==> config.mk <==
export PLATFORM = sky130hd
export DESIGN_NAME = pt_walker
export DESIGN_NICKNAME = d
export VERILOG_FILES = /design/src/rtl/pt_walker.sv
export SDC_FILE = /design/constraint.sdc
export NUM_CORES = 1
export LEC_CHECK = 0
export BUFFER_PORTS_ARGS = -buffer_cell sky130_fd_sc_hd__clkbuf_2
export CORE_MARGIN = 2
export CORE_UTILIZATION = 32
export DETAILED_ROUTE_END_ITERATION = 10
export PLACE_DENSITY_LB_ADDON = 0.1
export RECOVER_POWER = 50
export REMOVE_ABC_BUFFERS = 1
export SYNTH_ARGS = -nofsm -noshare
export SYNTH_HDL_FRONTEND = slang
export SYNTH_SLANG_ARGS = --single-unit
==> constraint.sdc <==
create_clock -name clk -period 4.75 [get_ports clk]
set_input_delay 0.475 -clock clk [delete_from_list [all_inputs] [get_ports clk]]
set_output_delay 0.475 -clock clk [all_outputs]
set_load 0.01 [all_outputs]
==> src/rtl/pt_walker.sv <==
module pt_walker (
  input  logic        clk,
  input  logic        rst_n,
  input  logic        start,
  input  logic [31:0] vaddr,
  input  logic        is_store,
  input  logic [31:0] dir_base,
  output logic        busy,
  output logic        done,
  output logic        fault,
  output logic        fault_prot,
  output logic [31:0] fault_addr,
  output logic [31:0] paddr,
  output logic        perm_w,
  output logic        perm_x,
  output logic        mem_req,
  output logic        mem_we,
  output logic [31:0] mem_addr,
  output logic [31:0] mem_wdata,
  input  logic [31:0] mem_rdata,
  input  logic        mem_valid
);

  localparam int BIT_P = 0;
  localparam int BIT_W = 1;
  localparam int BIT_X = 2;
  localparam logic [31:0] FLAG_REF   = 32'h0000_0020;
  localparam logic [31:0] FLAG_DIRTY = 32'h0000_0040;

  typedef enum logic [2:0] {S_IDLE, S_DIR, S_TBL, S_WB, S_FIN} state_t;

  state_t      state;
  logic [31:0] va_q;
  logic [31:0] base_q;
  logic [19:0] tbl_frame_q;
  logic [31:0] pte_q;
  logic        store_q;
  logic        fault_q;
  logic        prot_q;
  logic [31:0] upd;

  assign upd = mem_rdata | FLAG_REF | (store_q ? FLAG_DIRTY : 32'h0);

  assign busy       = (state != S_IDLE);
  assign done       = (state == S_FIN);
  assign mem_req    = (state == S_DIR) || (state == S_TBL) || (state == S_WB);
  assign mem_we     = (state == S_WB);
  assign mem_wdata  = pte_q;
  assign mem_addr   = (state == S_DIR) ? base_q + {20'h0, va_q[31:22], 2'b00}
                                       : {tbl_frame_q, 12'h000} + {20'h0, va_q[21:12], 2'b00};
  assign fault      = fault_q;
  assign fault_prot = prot_q;
  assign fault_addr = va_q;
  assign paddr      = {pte_q[31:12], va_q[11:0]};
  assign perm_w     = pte_q[BIT_W];
  assign perm_x     = pte_q[BIT_X];

  always_ff @(posedge clk or negedge rst_n) begin
    if (!rst_n) begin
      state       <= S_IDLE;
      va_q        <= '0;
      base_q      <= '0;
      tbl_frame_q <= '0;
      pte_q       <= '0;
      store_q     <= 1'b0;
      fault_q     <= 1'b0;
      prot_q      <= 1'b0;
    end else begin
      case (state)
        S_IDLE: if (start) begin
          va_q    <= vaddr;
          base_q  <= dir_base;
          store_q <= is_store;
          fault_q <= 1'b0;
          prot_q  <= 1'b0;
          pte_q   <= '0;
          state   <= S_DIR;
        end
        S_DIR: if (mem_valid) begin
          if (!mem_rdata[BIT_P]) begin
            fault_q <= 1'b1;
            state   <= S_FIN;
          end else begin
            tbl_frame_q <= mem_rdata[31:12];
            state       <= S_TBL;
          end
        end
        S_TBL: if (mem_valid) begin
          if (!mem_rdata[BIT_P]) begin
            pte_q   <= mem_rdata;
            fault_q <= 1'b1;
            state   <= S_FIN;
          end else if (store_q && !mem_rdata[BIT_W]) begin
            pte_q   <= mem_rdata;
            fault_q <= 1'b1;
            prot_q  <= 1'b1;
            state   <= S_FIN;
          end else begin
            pte_q <= upd;
            state <= (upd != mem_rdata) ? S_WB : S_FIN;
          end
        end
        S_WB:  if (mem_valid) state <= S_FIN;
        S_FIN: state <= S_IDLE;
        default: state <= S_IDLE;
      endcase
    end
  end

  AST_IDLE_QUIET: assert property (@(posedge clk) disable iff (!rst_n)
    !busy |-> !mem_req && !done);
  AST_REQ_HOLD: assert property (@(posedge clk) disable iff (!rst_n)
    mem_req && !mem_valid |=> mem_req && $stable(mem_addr) && $stable(mem_we));
  AST_DONE_PULSE: assert property (@(posedge clk) disable iff (!rst_n)
    done |=> !done);
  AST_WB_REF: assert property (@(posedge clk) disable iff (!rst_n)
    mem_req && mem_we |-> mem_wdata[5] && mem_wdata[BIT_P]);
  AST_WB_DIRTY: assert property (@(posedge clk) disable iff (!rst_n)
    mem_req && mem_we && store_q |-> mem_wdata[6]);
  AST_FAULT_NO_WB: assert property (@(posedge clk) disable iff (!rst_n)
    mem_req && mem_we |-> !fault_q);
  AST_PROT_IS_FAULT: assert property (@(posedge clk) disable iff (!rst_n)
    done && fault_prot |-> fault && store_q);

endmodule

==> key figures <==
Timing
  – Fmax: 299 MHz
  – Max Slew Vio Count: slightly above 90
  – RSZ-0062 raised after global routing: no
  – Post-layout minimum cycle time: around 3.3 ns
  – Post-route setup slack: 1.40 ns
  – Final Hold Vio Count: 0
  – Period utilization: 0.705
  – Worst Tran Pin Value: ~2.3 ns
  – Setup Viol. Count Final: 0
  – Rel. slew slack: -0.564
  – Setup tns final: 0 ns
  – Final Skew: 0.00575 ns

Synth
  – Number of synthesized flops with an enable pin: 0
  – Post-synthesis compound-gate area fraction: 0.114
  – Top-count cell post-synth: dfrtp_1
  – Combinational family with the most area after synthesis: multiplexers
  – Mux share of post-synthesis cell area: 0.154
  – Yosys top cell area share: 0.503
  – Xor/xnor share of the synthesized area: 0.0404
  – Post-Synth Adder-Cell Area: 0.0239
  – Yosys reg bits: 122
  – Mapped cell area: roughly 6100 um^2
  – Yosys top cell by area: dfrtp_1
  – Dominant synthesized flop cell: dfrtp_1
  – Simple-Gate Fraction of Synth Area: 0.0961
  – Synth warnings: 0
  – Top cells by area, synth: dfrtp_1, mux2_2, buf_4, a22o_1, nand2_1
  – Yosys cell types: 49
  – Post-synth ARST share: 1.00
  – Commonest cells post-synth: dfrtp_1, mux2_2, nand2_1
  – Sequential share of the synthesized area: 0.503
  – Mapped Cells: 528
  – Avg Inst Size Synth: 11.5 um^2

Placement
  – Dpl hpwl: 10800 um
  – Port Buf Inserts: 236
  – GPL Wtd Cong: between 0.7 and 0.8
  – Place WS: between 1.5 and 2 ns
  – Dpl cells: around 940

Floorplanning
  – Row count: 50
  – # IOs: 237
  – Core Region: approximately 19000 um^2
  – Initial core utilization: 0.325
  – Die Y: 142 um
  – Die W: 142 um
  – Die area: 20100 um^2

Detailed routing
  – Routed vias: about 4600
  – # DRC: 0
  – Highest routed layer: met4
  – Routed len/inst: 15.8 um
  – Antenna-violating nets left: 0
  – Drt total wl: 15400 um
  – DRT met1 WL: ~6700 um
  – DRC marker count from the first detailed-route iteration: 153
  – Routed length on met3: slightly above 1000 um
  – Detailed Routing Iterations Pass 1: 4
  – Met2 wire len: approximately 7600 um
  – Vias per cell: 4.73

Hold path
  – Min-Delay Path Class: in -> reg

Global routing
  – First-pass GRT wire length: 24500 um
  – Gr ovfl total: 0
  – Largest net degree at the start of global routing: just over 90
  – Number of global-route vias before repair: roughly 4700
  – GRT Util Overall: 0.156
  – Antenna violations before repair: 0

Finish
  – Post-layout net count: approximately 840
  – Filler instances: 1877
  – Layout Cells excl Fill: 976
  – Ant. Diodes: 0
  – Area delta synth->final: 26.7%
  – FF+latch area: 3050 um^2
  – Area of the multi-input gates: 2610 um^2
  – Share of layout cells above drive strength 1: 0.406
  – Final core utilization: 0.412

Worst setup path
  – Crit start category: flip-flop
  – Setup CP Type: reg -> out
  – Buf/Inv on CP: 1
  – Arrival time at the worst endpoint: 2.87 ns
  – Delay-heaviest family, CP: compound AO/OA/AOI/OAI gates
  – Setup crit end kind: output port
  – Crit-path cells: ha_1 > fa_1 > a21oi_1 > o21ai_1 > a21oi_4 > nor4_1 > xnor2_1 > o21ai_1 > clkbuf_2
  – Critical-path top delay cell: a21oi_4
  – CP Data Required Time: 4.28 ns
  – Crit-path most repeated cell: o21ai_1
  – CP max stage delay: 0.44 ns
  – CP max FO: 10

CTS
  – Post CTS Setup Buffer Count: 0
  – Clock-pin slew on the worst setup and hold paths: 0.06 ns
  – Clock sinks: 122
  – Total CTS buffers: 17
  – Clk Latency, worst-skew pair: 0.41 ns
  – Max H-tree Level: 4
  – Longest Clk Path Bufs: 2
  – CTS resizes: 0
  – Hold buffers post-CTS: 0
  – Root buffer cell: clkbuf_16
  – CTS tree: built

Run status
  – Failing checks: capacitance limit, slew limit
  – Status: complete, but fails checks

Power
  – Leak Pwr: 3.54 nW
  – Power, Total: just over 6 mW
  – PwrDens: between 800 and 900 nW/um^2
  – Worst vdd ir: 0.307 mV

Run
  – Max Cap Viol: 1
[worst register-to-register path: stages, from the launching register on]
cell and delay, ns:
dfrtp_1 0.55, nor2b_1 0.33, nand2b_2 0.10, nor2_2 0.90
mux2_2 0.43
[cells by family (layout without fill, tap and decap cells)]
family / after synthesis / in the layout
multiplexers: 83 / 83
AND/OR/NAND/NOR: 116 / 116
buffers and inverters: 66 / 280
adder cells (fa/ha/maj): 11 / 11
AO/OA/AOI/OAI: 102 / 102
flip-flops: 122 / 122
XOR/XNOR: 28 / 28
[sequential cells by signal, indices dropped and copies added, names as in the netlist]
name / count
state: 3
store_q: 1
base_q: 32
fault: 1
tbl_frame_q: 20
fault_addr: 32
fault_prot: 1
mem_wdata: 32
[layout by cell type, fill, tap and decap left out, types with 2 or more instances in the layout]
cell	count
a211oi_1	3
a21o_1	2
a21oi_1	10
a22o_1	31
and2_1	3
and3_1	4
buf_4	6
clkbuf_1	67
clkbuf_16	17
clkbuf_2	170
clkinv_2	2
clkinvlp_4	6
dfrtp_1	122
ha_1	10
inv_1	6
inv_6	3
mux2_1	4
mux2_2	79
nand2_1	53
nand2b_1	3
nand3_1	6
nor2_1	20
nor3_1	6
nor3b_1	3
nor4_2	3
o21a_1	2
o21ai_0	27
o21ai_1	15
o21bai_1	3
xnor2_1	19
xor2_1	9
[metal layers]
metal / vias to the layer above / global-route usage
li1: 2246 / -
met2: 141 / 0.259
met1: 2229 / 0.194
met5: - / 0
met3: 5 / 0.0570
met4: 0 / 0.0363
[power by group]
part / switching [mW] / internal [mW] / total [mW]
logic: 1.67 / 1.36 / 3.03
registers: 0.398 / 1.55 / 1.95
clock network: 0.499 / 0.736 / 1.24
total: 2.57 / 3.64 / 6.21
[path summary, 6_finish.rpt]
| path | from | end | slack (ns) | cells past startpoint |
|---|---|---|---|---|
| worst max-delay path | fault_addr[22] | mem_addr[22] | 1.40 | 9 |
| worst min-delay path | dir_base[1] | base_q[1] | 0.27 | 3 |
| worst max register to register | state[0] | tbl_frame_q[15] | 2.32 | 4 |
| worst min register to register | base_q[11] | base_q[11] | 0.49 | 1 |
| max in group asynchronous | rst_n | tbl_frame_q[15] | 2.47 | 2 |
| min in group asynchronous | rst_n | mem_wdata[8] | 0.78 | 1 |
[metrics by stage]
step	cell area (um^2)	hold slack, ns
2_1_floorplan	5680	0.179
3_3_place_gp	7210	0.478
3_5_place_dp	7210	0.481
4_1_cts	7780	0.188
5_1_grt	7690	0.268
6_report	7690	0.274
[area by class of cell]
type | count | share of cell area
clock buffers | 19 | 0.0576
clock inverters | 13 | 0.0156
inverters | 6 | 0.00293
multi-input cells | 340 | 0.340
flip-flops and latches | 122 | 0.397
well taps | 234 | 0.0381
repair buffers | 242 | 0.149
(Power assumes the default switching activity.)
